--- src/rtl/sysctl_pkg.sv ---
`timescale 1ns/1ps
package sysctl_pkg;

   typedef enum logic [2:0] {
      SEL_MODE  = 3'd0,
      SEL_HOLE1 = 3'd1,
      SEL_FADDR = 3'd2,
      SEL_TBASE = 3'd3,
      SEL_FEAT  = 3'd4,
      SEL_EXT   = 3'd5,
      SEL_HOLE6 = 3'd6,
      SEL_HOLE7 = 3'd7
   } reg_sel_e;

   // bit positions that neighbouring logic decodes
   localparam int MODE_PROT_B    = 0;
   localparam int MODE_PAGE_B    = 31;
   localparam int MODE_FIXED_B   = 4;
   localparam int FEAT_WIDE_B    = 5;
   localparam int EXT_LONGEN_B   = 8;
   localparam int EXT_LONGACT_B  = 10;
   localparam int TB_WTHRU_B     = 3;
   localparam int TB_NOCACHE_B   = 4;
   localparam int DIR_ALIGN      = 12;
   localparam int PTR_ALIGN      = 5;
   localparam int PTR_TOP        = 31;

   // slots of the masked register array
   localparam int SLOT_MODE  = 0;
   localparam int SLOT_TBASE = 1;
   localparam int SLOT_FEAT  = 2;
   localparam int SLOT_EXT   = 3;
   localparam int N_SLOTS    = 4;

   typedef struct packed {
      logic mode;
      logic faddr;
      logic tbase;
      logic feat;
      logic ext;
      logic illegal;
   } commit_t;

endpackage

--- src/rtl/sysctl_guard.sv ---
`timescale 1ns/1ps
module sysctl_guard
   import sysctl_pkg::*;
(
   input  logic       wr_en,
   input  logic [2:0] wr_idx,
   input  logic       new_longen,
   input  logic       cur_longen,
   input  logic       paging_on,
   output commit_t    commit
);

   always_comb begin
      commit = '0;
      if (wr_en) begin
         unique case (reg_sel_e'(wr_idx))
            SEL_MODE:  commit.mode  = 1'b1;
            SEL_FADDR: commit.faddr = 1'b1;
            SEL_TBASE: commit.tbase = 1'b1;
            SEL_FEAT:  commit.feat  = 1'b1;
            SEL_EXT: begin
               if (paging_on && (new_longen != cur_longen))
                  commit.illegal = 1'b1;
               else
                  commit.ext = 1'b1;
            end
            default:   commit.illegal = 1'b1;
         endcase
      end
   end

endmodule

--- src/rtl/sysctl_field_reg.sv ---
`timescale 1ns/1ps
module sysctl_field_reg #(
   parameter int             W     = 64,
   parameter logic [W-1:0]   WMASK = '0,
   parameter logic [W-1:0]   FIXED = '0
) (
   input  logic         clk,
   input  logic         rst_n,
   input  logic         we,
   input  logic [W-1:0] d,
   output logic [W-1:0] q
);

   logic [W-1:0] held_q;

   always_ff @(posedge clk) begin
      if (!rst_n)
         held_q <= '0;
      else if (we)
         held_q <= d & WMASK;
   end

   assign q = (held_q & WMASK) | FIXED;

endmodule

--- src/rtl/sysctl_fault_cap.sv ---
`timescale 1ns/1ps
module sysctl_fault_cap #(
   parameter int W = 64
) (
   input  logic         clk,
   input  logic         rst_n,
   input  logic         pf_valid,
   input  logic [W-1:0] pf_addr,
   input  logic         sw_we,
   input  logic [W-1:0] sw_data,
   output logic [W-1:0] q
);

   always_ff @(posedge clk) begin
      if (!rst_n)
         q <= '0;
      else if (pf_valid)
         q <= pf_addr;
      else if (sw_we)
         q <= sw_data;
   end

endmodule

--- src/rtl/sysctl_base_dec.sv ---
`timescale 1ns/1ps
module sysctl_base_dec
   import sysctl_pkg::*;
#(
   parameter int PA_W = 52
) (
   input  logic [PA_W-1:3] word,
   input  logic            wide_mode,
   output logic [PA_W-1:0] base_addr,
   output logic            wthru,
   output logic            nocache
);

   logic [PA_W-1:0] dir_base;
   logic [PA_W-1:0] ptr_base;

   assign dir_base = {word[PA_W-1:DIR_ALIGN], {DIR_ALIGN{1'b0}}};

   generate
      if (PA_W == PTR_TOP + 1) begin : g_ptr_flush
         assign ptr_base = {word[PTR_TOP:PTR_ALIGN], {PTR_ALIGN{1'b0}}};
      end else begin : g_ptr_pad
         assign ptr_base = {{(PA_W-PTR_TOP-1){1'b0}},
                            word[PTR_TOP:PTR_ALIGN], {PTR_ALIGN{1'b0}}};
      end
   endgenerate

   assign base_addr = wide_mode ? ptr_base : dir_base;
   assign wthru     = word[TB_WTHRU_B];
   assign nocache   = word[TB_NOCACHE_B];

endmodule

--- src/rtl/sysctl_regbank.sv ---
`timescale 1ns/1ps
module sysctl_regbank
   import sysctl_pkg::*;
#(
   parameter int XLEN = 64,
   parameter int PA_W = 52
) (
   input  logic            clk,
   input  logic            rst_n,
   input  logic            wr_en,
   input  logic [2:0]      wr_idx,
   input  logic [XLEN-1:0] wr_data,
   input  logic [2:0]      rd_idx,
   output logic [XLEN-1:0] rd_data,
   input  logic            pf_valid,
   input  logic [XLEN-1:0] pf_addr,
   output logic            prot_mode_o,
   output logic            paging_on_o,
   output logic            long_active_o,
   output logic [PA_W-1:0] tbase_addr_o,
   output logic            tbase_wthru_o,
   output logic            tbase_nocache_o,
   output logic            gp_fault_o
);

   generate
      if (XLEN != 32 && XLEN != 64) begin : g_bad_xlen
         $error("sysctl_regbank: XLEN must be 32 or 64");
      end
      if (PA_W < PTR_TOP + 1 || PA_W > XLEN) begin : g_bad_paw
         $error("sysctl_regbank: PA_W must lie in 32..XLEN");
      end
   endgenerate

   localparam logic [XLEN-1:0] MODE_WMASK = XLEN'(64'h0000_0000_FFFF_FFEF);
   localparam logic [XLEN-1:0] MODE_FIXED = XLEN'(64'h1) << MODE_FIXED_B;
   localparam logic [XLEN-1:0] FEAT_WMASK = XLEN'(64'h0000_0000_0004_07FF);
   localparam logic [XLEN-1:0] EXT_WMASK  = XLEN'(64'h0000_0000_0000_7901);
   localparam logic [XLEN-1:0] TB_WMASK   =
      XLEN'(((65'd1 << PA_W) - 65'd1) & ~65'd7);

   localparam logic [N_SLOTS-1:0][XLEN-1:0] SLOT_WMASK =
      {EXT_WMASK, FEAT_WMASK, TB_WMASK, MODE_WMASK};
   localparam logic [N_SLOTS-1:0][XLEN-1:0] SLOT_FIXED =
      {{XLEN{1'b0}}, {XLEN{1'b0}}, {XLEN{1'b0}}, MODE_FIXED};

   commit_t               commit;
   logic [N_SLOTS-1:0]    slot_we;
   logic [XLEN-1:0]       slot_q [N_SLOTS];
   logic [XLEN-1:0]       mode_q, tbase_q, feat_q, ext_q, fault_q;
   logic [XLEN-1:0]       ext_view;
   logic                  long_active;
   logic                  gp_q;

   sysctl_guard u_guard (
      .wr_en      (wr_en),
      .wr_idx     (wr_idx),
      .new_longen (wr_data[EXT_LONGEN_B]),
      .cur_longen (ext_q[EXT_LONGEN_B]),
      .paging_on  (mode_q[MODE_PAGE_B]),
      .commit     (commit)
   );

   assign slot_we[SLOT_MODE]  = commit.mode;
   assign slot_we[SLOT_TBASE] = commit.tbase;
   assign slot_we[SLOT_FEAT]  = commit.feat;
   assign slot_we[SLOT_EXT]   = commit.ext;

   generate
      for (genvar s = 0; s < N_SLOTS; s++) begin : g_slot
         sysctl_field_reg #(
            .W     (XLEN),
            .WMASK (SLOT_WMASK[s]),
            .FIXED (SLOT_FIXED[s])
         ) u_reg (
            .clk   (clk),
            .rst_n (rst_n),
            .we    (slot_we[s]),
            .d     (wr_data),
            .q     (slot_q[s])
         );
      end
   endgenerate

   assign mode_q  = slot_q[SLOT_MODE];
   assign tbase_q = slot_q[SLOT_TBASE];
   assign feat_q  = slot_q[SLOT_FEAT];
   assign ext_q   = slot_q[SLOT_EXT];

   sysctl_fault_cap #(.W(XLEN)) u_fault (
      .clk      (clk),
      .rst_n    (rst_n),
      .pf_valid (pf_valid),
      .pf_addr  (pf_addr),
      .sw_we    (commit.faddr),
      .sw_data  (wr_data),
      .q        (fault_q)
   );

   always_ff @(posedge clk) begin
      if (!rst_n)
         gp_q <= 1'b0;
      else
         gp_q <= commit.illegal;
   end

   assign long_active = ext_q[EXT_LONGEN_B] & mode_q[MODE_PAGE_B];

   always_comb begin
      ext_view                = ext_q;
      ext_view[EXT_LONGACT_B] = long_active;
   end

   always_comb begin
      unique case (reg_sel_e'(rd_idx))
         SEL_MODE:  rd_data = mode_q;
         SEL_FADDR: rd_data = fault_q;
         SEL_TBASE: rd_data = tbase_q;
         SEL_FEAT:  rd_data = feat_q;
         SEL_EXT:   rd_data = ext_view;
         default:   rd_data = '0;
      endcase
   end

   sysctl_base_dec #(.PA_W(PA_W)) u_base (
      .word      (tbase_q[PA_W-1:3]),
      .wide_mode (feat_q[FEAT_WIDE_B]),
      .base_addr (tbase_addr_o),
      .wthru     (tbase_wthru_o),
      .nocache   (tbase_nocache_o)
   );

   assign prot_mode_o   = mode_q[MODE_PROT_B];
   assign paging_on_o   = mode_q[MODE_PAGE_B];
   assign long_active_o = long_active;
   assign gp_fault_o    = gp_q;

endmodule

--- config.mk ---
export PLATFORM = sky130hd
export DESIGN_NAME = sysctl_regbank
export DESIGN_NICKNAME = d
export VERILOG_FILES = /design/src/rtl/sysctl_pkg.sv /design/src/rtl/sysctl_guard.sv /design/src/rtl/sysctl_field_reg.sv /design/src/rtl/sysctl_fault_cap.sv /design/src/rtl/sysctl_base_dec.sv /design/src/rtl/sysctl_regbank.sv
export SDC_FILE = /design/constraint.sdc
export NUM_CORES = 1
export LEC_CHECK = 0
export BUFFER_PORTS_ARGS = -buffer_cell sky130_fd_sc_hd__buf_2
export CAP_MARGIN = 0
export CORE_MARGIN = 5
export CORE_UTILIZATION = 44
export DETAILED_ROUTE_END_ITERATION = 12
export GPL_TIMING_DRIVEN = 0
export PLACE_DENSITY = 0.8
export SYNTH_ARGS = -nofsm -noshare
export SYNTH_HDL_FRONTEND = slang
export SYNTH_SLANG_ARGS = --single-unit
--- constraint.sdc ---
create_clock -name clk -period 1.75 [get_ports clk]
set_input_delay 0.0875 -clock clk [delete_from_list [all_inputs] [get_ports clk]]
set_output_delay 0.0875 -clock clk [all_outputs]
set_load 0.03 [all_outputs]
==> flow_summary.ini, run 1 <==
[logic_synthesis]
yosys_warnings = 0
seq_area_frac_synth = 0.404
synth_ff_type = dfxtp_1
synth_edf_count = 0
synth-async-reset-ratio = 0
ys_seq_elements = 163
synth_cell_type_count = 41
synth_cells = 961
yosys-top-cells-area = dfxtp_1 40%, mux2i_1 11%, nand2_1 9.9%
netlist_area_um2 = 8080
avgSynthCellArea_um2 = 8.41
synth_top_cell_by_area = dfxtp_1
synth_top_cell_area_share = 0.404

[die]
rows = 49
fp.dieW_um = 146
die_h_um = 146
initial_core_util = 0.448
io_pins = 260
coreArea_um2 = 18000
die_area_um2 = 21200

[critical_path]
cpPeakStageDelay_ps = 310
end_kind = output pin
worstPathRequired_ps = 1660
rr_worst_depth = 3
cp_data_arrival_time_ps = 1600
timing_worst_setup_path_type = reg -> out
slowest_stage = dfxtp_1
critPathMaxFanout = 10
start_kind = flip-flop
crit_chain = clkbuf_2 -> buf_2 -> nor2b_1 -> clkbuf_4

[run_status]
outcome = completed

[finish]
nNetsFinal = 1502
drive_above_1_share = 0.265
mostFrequentLayoutCells = 269 x buf_2, 214 x nand2_1, 162 x dfxtp_1, 128 x dlygate4sd3_1, 92 x a21boi_1
area_growth_pct = 43.4
layout_commonest_cell = buf_2
final_core_util = 0.643
layout.cells.non_filler = 1607
postLayoutCellArea_um2 = 11600

[timing]
relSlewSlack = 0.589
min_period_ps = 1680
hold_viol = 0
rsz0062_at_grt = no
tightest_slew_ps = 616
post-route-period-util = 0.962
finClkSkew_ps = 7.51
drv_slew = 0
setup_viol = 0
max_freq_ghz = 0.594
setup-tns-final_ps = 0

[placed_design]
dp_cells = 1446
io_buffers = 252
gp_congestion = 0.860
hpwl_um = 19700
place_area_um2 = 9640

[clock_tree]
numClockSinks = 163
cts_tree = yes
clk_path_buf_depth = 2
clk_latency_ps = 430
htree_levels = 4
cts_made_buffers = 17
cts_root_buffer = clkbuf_16
cts.clk_slew.worst_paths_ps = 60

[route]
ant_nets = 0
dr.first_iter.drc_count = 794
first_pass_iters = 5
routedWlPerCell_um = 18.5
via_per_inst = 5.47
drt-total-wl_um = 29800
post-route-drc-count = 0
vias = 8791

[flow_run]
drv_cap = 0

[grt]
grt_max_degree = 17
grt_pass1_vias = 8899
grt_pass1_wl_um = 46600
grtUsageTotal = 0.271
grt.overflow.total = 0
antenna_found_initial = 2

[hold_path]
hold_path_class = in -> reg
hold_depth = 3

[pwr]
irDropWorstVdd_mv = 0.736
powerDensity_nw_per_um2 = 809
cellLeakagePower_uw = 0.00492
per-stage QoR:
step	hold slack (ps)	power, uW	setup slack (ps)
after detailed placement	348	5180	-174
after CTS	3.60	9340	15.2
after floorplan	212	4710	55.1
after global routing	4.59	9680	1.80
after global placement	341	5150	-185
final	12.9	9380	66.8
cells in the mapped netlist (20+ instances only):
library cell,instances
buf_4,30
o21ai_0,64
a22o_1,20
nor2b_1,23
dfxtp_1,163
a21boi_1,92
a22oi_1,20
and2_1,23
clkbuf_1,50
nand2_1,214
mux2i_1,90
a21oi_1,83
logic make-up (layout without fill, tap and decap cells):
kind of cell,count (synthesis),after routing,synth area share
compound gates,294,294,0.232
flops,163,163,0.404
other cells,1,7,0.000464
xor+xnor,1,1,0.00108
mux,97,97,0.121
buf+inv,112,523,0.0773
simple gates,293,293,0.164
what timing repair did:
item	in CTS	in global routing
hold buffers	128	0
buffers inserted	0	0
resized for setup	10	17
hold endpoints to repair	163	0
endpoints found under the setup margin	32	39
sequential cells by signal, summed over array words and instances (netlist names):
name,count
g_slot.u_reg.held_q,98
gp_fault_o,1
u_fault.q,64
critical path: cells and delay by family (launching register included):
family	cells	cell delay, ps
AND/OR/NAND/NOR	1	180
flip-flops	1	310
buffers and inverters	3	680
area by class of cell:
type / instances / area (um^2)
fillers: 1408 / 6440
multi-input cells: 690 / 4210
flip-flops and latches: 163 / 3270
repair buffers: 380 / 2550
plain buffers: 110 / 641
clock buffers: 18 / 439
well taps: 229 / 287
clock inverters: 13 / 183
inverters: 2 / 7.51
diodes: 2 / 5.00
path summary, 6_finish.rpt:
kind,from,endpoint,slack (ps)
max,g_slot[2].u_reg.held_q[5]$_SDFFE_PN0P_,tbase_addr_o[42],70
min,pf_addr[36],u_fault.q[36]$_SDFFE_PN0P_,10
max reg2reg,g_slot[3].u_reg.held_q[8]$_SDFFE_PN0P_,g_slot[3].u_reg.held_q[8]$_SDFFE_PN0P_,340
min reg2reg,g_slot[0].u_reg.held_q[30]$_SDFFE_PN0P_,g_slot[0].u_reg.held_q[30]$_SDFFE_PN0P_,450
metal layers:
metal | vias to the layer above | GRT usage | wire length [um]
li1 | 4083 | - | -
met1 | 4117 | 0.325 | 11600
met2 | 474 | 0.455 | 14400
met3 | 117 | 0.0620 | 2420
met4 | 0 | 0.132 | 1420
met5 | - | 0 | 0
where the power goes:
| part | switching, uW | internal [uW] |
|---|---|---|
| sequential | 88.5 | 3860 |
| combinational | 768 | 644 |
| clock | 1590 | 2420 |
| total | 2450 | 6930 |
(Power assumes the default switching activity.)
==> run 2, diff against run 1 <==
==> constraint.sdc (replaced) <==
create_clock -name clk -period 1.7 [get_ports clk]
set_input_delay 0.085 -clock clk [delete_from_list [all_inputs] [get_ports clk]]
set_output_delay 0.085 -clock clk [all_outputs]
set_load 0.03 [all_outputs]
==> run 2 against run 1 <==
Compared with the run above:
- non-clock buffer count decreased by 2
- count of clock-buffer cells in the layout stayed put
- setup slack worse by 15 ps
- sequential power is 3% higher
- critical endpoint is now rd_data[10]
- first-iteration DRC count fell by 9.3%
==> flow_summary.ini, run 2 (same netlist as run 1, synthesis figures left out) <==
[clock_tree]
cts_made_buffers = 17
clk_latency_ps = 430
numClockSinks = 163
clk_path_buf_depth = 2
cts_root_buffer = clkbuf_16
cts.clk_slew.worst_paths_ps = 70
htree_levels = 4
cts_tree = yes

[route]
vias = 8800
ant_nets = 0
drt-total-wl_um = 29900
routedWlPerCell_um = 18.6
dr.first_iter.drc_count = 720
post-route-drc-count = 0
via_per_inst = 5.48
first_pass_iters = 5

[critical_path]
path_buf_inv = 1
startpoint = u_fault.q[10]$_SDFFE_PN0P_
crit_path_end = rd_data[10]
worstReg2RegStart = g_slot[3].u_reg.held_q[8]$_SDFFE_PN0P_
rr_worst_depth = 3
timing_worst_setup_path_type = reg -> out
r2r_slack_ps = 290
end_kind = output pin
slowest_stage = dfxtp_1
reg2reg_to = g_slot[3].u_reg.held_q[8]$_SDFFE_PN0P_
cpPeakStageDelay_ps = 320
crit_family = flip-flops
critPathMaxFanout = 2
worstPathRequired_ps = 1620
path_depth = 4
crit_chain = mux2_1 -> a221oi_2 -> a21oi_1 -> buf_4
start_kind = flip-flop
cp_data_arrival_time_ps = 1560

[finish]
drive_above_1_share = 0.266
mostFrequentLayoutCells = 269 x buf_2, 214 x nand2_1, 162 x dfxtp_1, 127 x dlygate4sd3_1, 92 x a21boi_1
nNetsFinal = 1500
layout_commonest_cell = buf_2
postLayoutCellArea_um2 = 11600
largest-register = g_slot.u_reg.held_q
area_growth_pct = 43.4
largest_register_ffs = 98
layout.cells.non_filler = 1606

[grt]
antenna_found_initial = 2
grt_max_degree = 17
top_usage_layer = met2
grt.overflow.total = 0
use_met2 = 0.457
grtUsageMet1 = 0.323
met3_usage = 0.0635
grt_pass1_vias = 8951
grt_pass1_wl_um = 46700
grtUsageTotal = 0.271

[timing]
min_period_ps = 1650
relSlewSlack = 0.506
setup_slack_ps = 52.1
drv_slew = 0
setup_viol = 0
post-route-period-util = 0.969
rsz0062_at_grt = no
max_freq_ghz = 0.607
hold_viol = 0
tightest_slew_ps = 741
finClkSkew_ps = 5.01

[placed_design]
place_area_um2 = 9640
hpwl_um = 19700
io_buffers = 252
gp_congestion = 0.860
preCtsSetupSlack_ps = -219
dp_cells = 1446

[die]
die_area_um2 = 21200
rows = 49
fp.dieW_um = 146
coreArea_um2 = 18000
io_pins = 260
die_h_um = 146
initial_core_util = 0.448

[flow_run]
drv_cap = 0

[pwr]
irDropWorstVdd_mv = 0.749
cellLeakagePower_uw = 0.00491
powerDensity_nw_per_um2 = 832

[run_status]
outcome = completed

[hold_path]
hold_path_class = in -> reg
[run 2: changes by cell type in the layout (fill, tap and decap cells not counted)]
cell           previous run  this run
clkbuf_2                  7         5
and2b_4                   0         1
a221oi_2                  0         1
dlygate4sd3_1           128       127
and2b_2                   1         0
a221oi_1                  1         0
clkbuf_4                  5         4
buf_4                    31        34
diode_2                   2         3
clkbuf_1                 41        40
[run 2: worst min path at each step]
stage | start | to | slack [ps] | cells past startpoint
after detailed placement | wr_data[39] | g_slot[1].u_reg.held_q[39]$_SDFFE_PN0P_ | 350 | 3
after CTS | pf_addr[36] | u_fault.q[36]$_SDFFE_PN0P_ | 1 | 3
after floorplan | wr_en | gp_fault_o$_SDFF_PN0_ | 210 | 2
after global routing | pf_addr[36] | u_fault.q[36]$_SDFFE_PN0P_ | 2 | 3
after global placement | wr_data[44] | g_slot[1].u_reg.held_q[44]$_SDFFE_PN0P_ | 340 | 3
final | wr_data[60] | u_fault.q[60]$_SDFFE_PN0P_ | 10 | 3
[run 2: worst min-delay path: cells and delay by family]
family          cells  cell delay, ps
compound gates      1             150
buf+inv             1              90
mux                 1              70
[run 2: report_power, final]
part	leakage [uW]	switching, uW	total (uW)	internal [uW]
Sequential	0.00133	91.7	4070	3980
Combinational	0.00328	793	1450	661
Clock	0.000295	1630	4120	2490
Total	0.00491	2510	9640	7130
[run 2: layout make-up]
cell class                 count  area [um^2]
sequential                   163         3270
tap                          229          287
multi-input combinational    690         4220
antenna                        3         7.51
timing repair buffer         379         2540
clock buffer                  18          439
buffer                       109          639
fill                        1414         6430
inverter                       2         7.51
clock inverter                13          183
[run 2: through the flow]
stage,utilization,TNS [ps],hold WS [ps],total power (uW)
floorplan,-,0,209,4850
global placement,0.535,-4310,339,5300
detailed placement,0.535,-6210,346,5330
CTS,0.641,0,1.10,9610
global route,0.643,0,2.09,9960
finish,0.643,0,12.4,9640
[run 2: layer usage]
layer | wire, um | vias to the layer above
li1 | - | 4080
met1 | 11900 | 4151
met2 | 14500 | 463
met3 | 2250 | 106
met4 | 1340 | 0
met5 | 0 | -
[run 2: what timing repair did]
item / CTS / global route
buffers inserted: 0 / 0
hold buffers: 127 / 0
endpoints found under the setup margin: 64 / 45
resized for setup: 12 / 22
endpoints found under the hold margin: 163 / 0
gates cloned: 0 / 0
==> run 3, diff against run 2 <==
--- a/config.mk
+++ b/config.mk
@@ -11,7 +11,8 @@
 export CORE_UTILIZATION = 44
 export DETAILED_ROUTE_END_ITERATION = 12
 export GPL_TIMING_DRIVEN = 0
-export PLACE_DENSITY = 0.8
+export PLACE_DENSITY = 0.67
 export SYNTH_ARGS = -nofsm -noshare
 export SYNTH_HDL_FRONTEND = slang
+export SYNTH_HIERARCHICAL = 1
 export SYNTH_SLANG_ARGS = --single-unit
==> run 3 against run 2 <==
Compared with the run above:
- die area rose by 34%
- setup slack improved by 8.6 ps
- register-to-register slack got worse by 30 ps
- clock skew rose by 5.1 ps
- first-iteration DRC count fell by 42%
- design area rose by 30%
- via count rose by 4.1%
- synthesized cell count rose by 11%
- sequential power barely moved
==> flow_summary.ini, run 3 <==
[run_status]
outcome = completed

[clock_tree]
cts_made_buffers = 17
cts_tree = yes
numClockSinks = 163
clk_path_buf_depth = 2
clk_latency_ps = 430
cts.clk_slew.worst_paths_ps = 70
cts_root_buffer = clkbuf_16
htree_levels = 4

[timing]
post-route-period-util = 0.964
relSlewSlack = 0.442
hold_viol = 0
finClkSkew_ps = 10.1
rsz0062_at_grt = no
max_freq_ghz = 0.610
tightest_slew_ps = 836
hold-worst-slack_ps = 2.81
setup-tns-final_ps = 0
setup_viol = 0
min_period_ps = 1640
drv_slew = 0

[critical_path]
path_depth = 4
reg2reg_to = u_fault/q[61]$_SDFFE_PN0P_
start_kind = flip-flop
r2r_slack_ps = 260
crit_family = flip-flops
crit_chain = nor3b_1 -> a31oi_1 -> o221ai_2 -> buf_4
rr_worst_depth = 3
end_kind = output pin
cp_data_arrival_time_ps = 1550
critPathMaxFanout = 2
crit_path_end = rd_data[10]
startpoint = g_slot[0].u_reg/held_q[10]$_SDFFE_PN0P_
timing_worst_setup_path_type = reg -> out
slowest_stage = dfxtp_1
path_buf_inv = 1
cpPeakStageDelay_ps = 370
worstReg2RegStart = u_fault/q[61]$_SDFFE_PN0P_
worstPathRequired_ps = 1620

[logic_synthesis]
avgSynthCellArea_um2 = 10.3
yosys_warnings = 6
synth_cells = 1070
netlist_area_um2 = 11100

[grt]
met3_usage = 0.0376
grt_pass1_wl_um = 50600
grt.overflow.total = 0
grt_max_degree = 20
antenna_found_initial = 4
grtUsageMet1 = 0.296
grtUsageTotal = 0.223
top_usage_layer = met2
grt_pass1_vias = 9327
use_met2 = 0.380

[route]
first_pass_iters = 5
post-route-drc-count = 0
routedWlPerCell_um = 16.7
via_per_inst = 4.69
dr.first_iter.drc_count = 417
vias = 9164
ant_nets = 0
drt-total-wl_um = 32600

[finish]
n_fill_cell = 2174
largest_register_ffs = 98
postLayoutCellArea_um2 = 15100
final_core_util = 0.605
layout_commonest_cell = buf_2
drive_above_1_share = 0.374
area_growth_pct = 36.6
layout.cells.non_filler = 1955
largest-register = g_slot.u_reg/held_q
mostFrequentLayoutCells = 275 x buf_2, 198 x buf_4, 162 x mux2i_1, 162 x conb_1, 161 x dfxtp_1
nNetsFinal = 1750
num_antenna_cells = 0

[hold_path]
hold_depth = 3
hold_path_class = in -> reg

[pwr]
powerDensity_nw_per_um2 = 687
cellLeakagePower_uw = 0.00758
irDropWorstVdd_mv = 0.577

[die]
rows = 58
die_area_um2 = 28400
fp.dieW_um = 169
coreArea_um2 = 25000
initial_core_util = 0.443
die_h_um = 169
io_pins = 260

[placed_design]
gp_congestion = 0.787
hpwl_um = 22800
io_buffers = 252
dp_cells = 1808
place_area_um2 = 13300

[flow_run]
drv_cap = 0
==> run 3: worst min-delay path by stage <==
stage	from	slack, ps	to
2_1_floorplan	rst_n	210	gp_fault_o$_SDFF_PN0_
3_3_place_gp	wr_data[38]	370	g_slot[1].u_reg/held_q[38]$_SDFFE_PN0P_
3_5_place_dp	wr_data[44]	370	g_slot[1].u_reg/held_q[44]$_SDFFE_PN0P_
4_1_cts	pf_addr[31]	2	u_fault/q[31]$_SDFFE_PN0P_
5_1_grt	wr_data[31]	5	g_slot[0].u_reg/held_q[31]$_SDFFE_PN0P_
6_report	wr_data[31]	3	g_slot[0].u_reg/held_q[31]$_SDFFE_PN0P_
==> run 3: worst reg2reg max path, stage by stage (launching register included) <==
cell,delay (ps)
dfxtp_1,320
mux2_2,250
o211a_1,200
dlygate4sd3_1,560
==> run 3: layout make-up <==
type                       instances  area [um^2]  area share
timing repair buffer             367         2410       0.159
sequential                       163         3270       0.216
clock buffer                      17          425      0.0281
inverter                           1         3.75    0.000248
tap                              330          413      0.0273
clock inverter                    15          163      0.0108
multi-input combinational        793         6430       0.426
buffer                           269         2000       0.132
==> run 3: through the flow <==
step	power (uW)	setup WS, ps
floorplan	5730	21.9
global placement	6320	-368
detailed placement	6340	-385
CTS	10400	13.6
global route	10800	1.11
finish	10400	60.6
==> run 3: repair_timing <==
action,CTS,global route
setup buffers,0,3
pin swaps,0,1
hold endpoints to repair,144,0
hold buffers,112,0
endpoints found under the setup margin,69,14
gates resized for setup,12,8
==> run 3: report_power, final <==
part	switching, uW	internal [uW]	total (uW)	leakage (uW)
combinational	1160	1270	2430	0.00596
clock	1910	1970	3880	0.000285
sequential	94.8	3980	4070	0.00134
total	3160	7220	10400	0.00758
==> run 3: metal layers <==
metal / wire length (um) / vias to the layer above
li1: - / 4591
met1: 15200 / 4302
met4: 466 / 8
met5: 47 / -
met3: 1340 / 34
met2: 15600 / 229
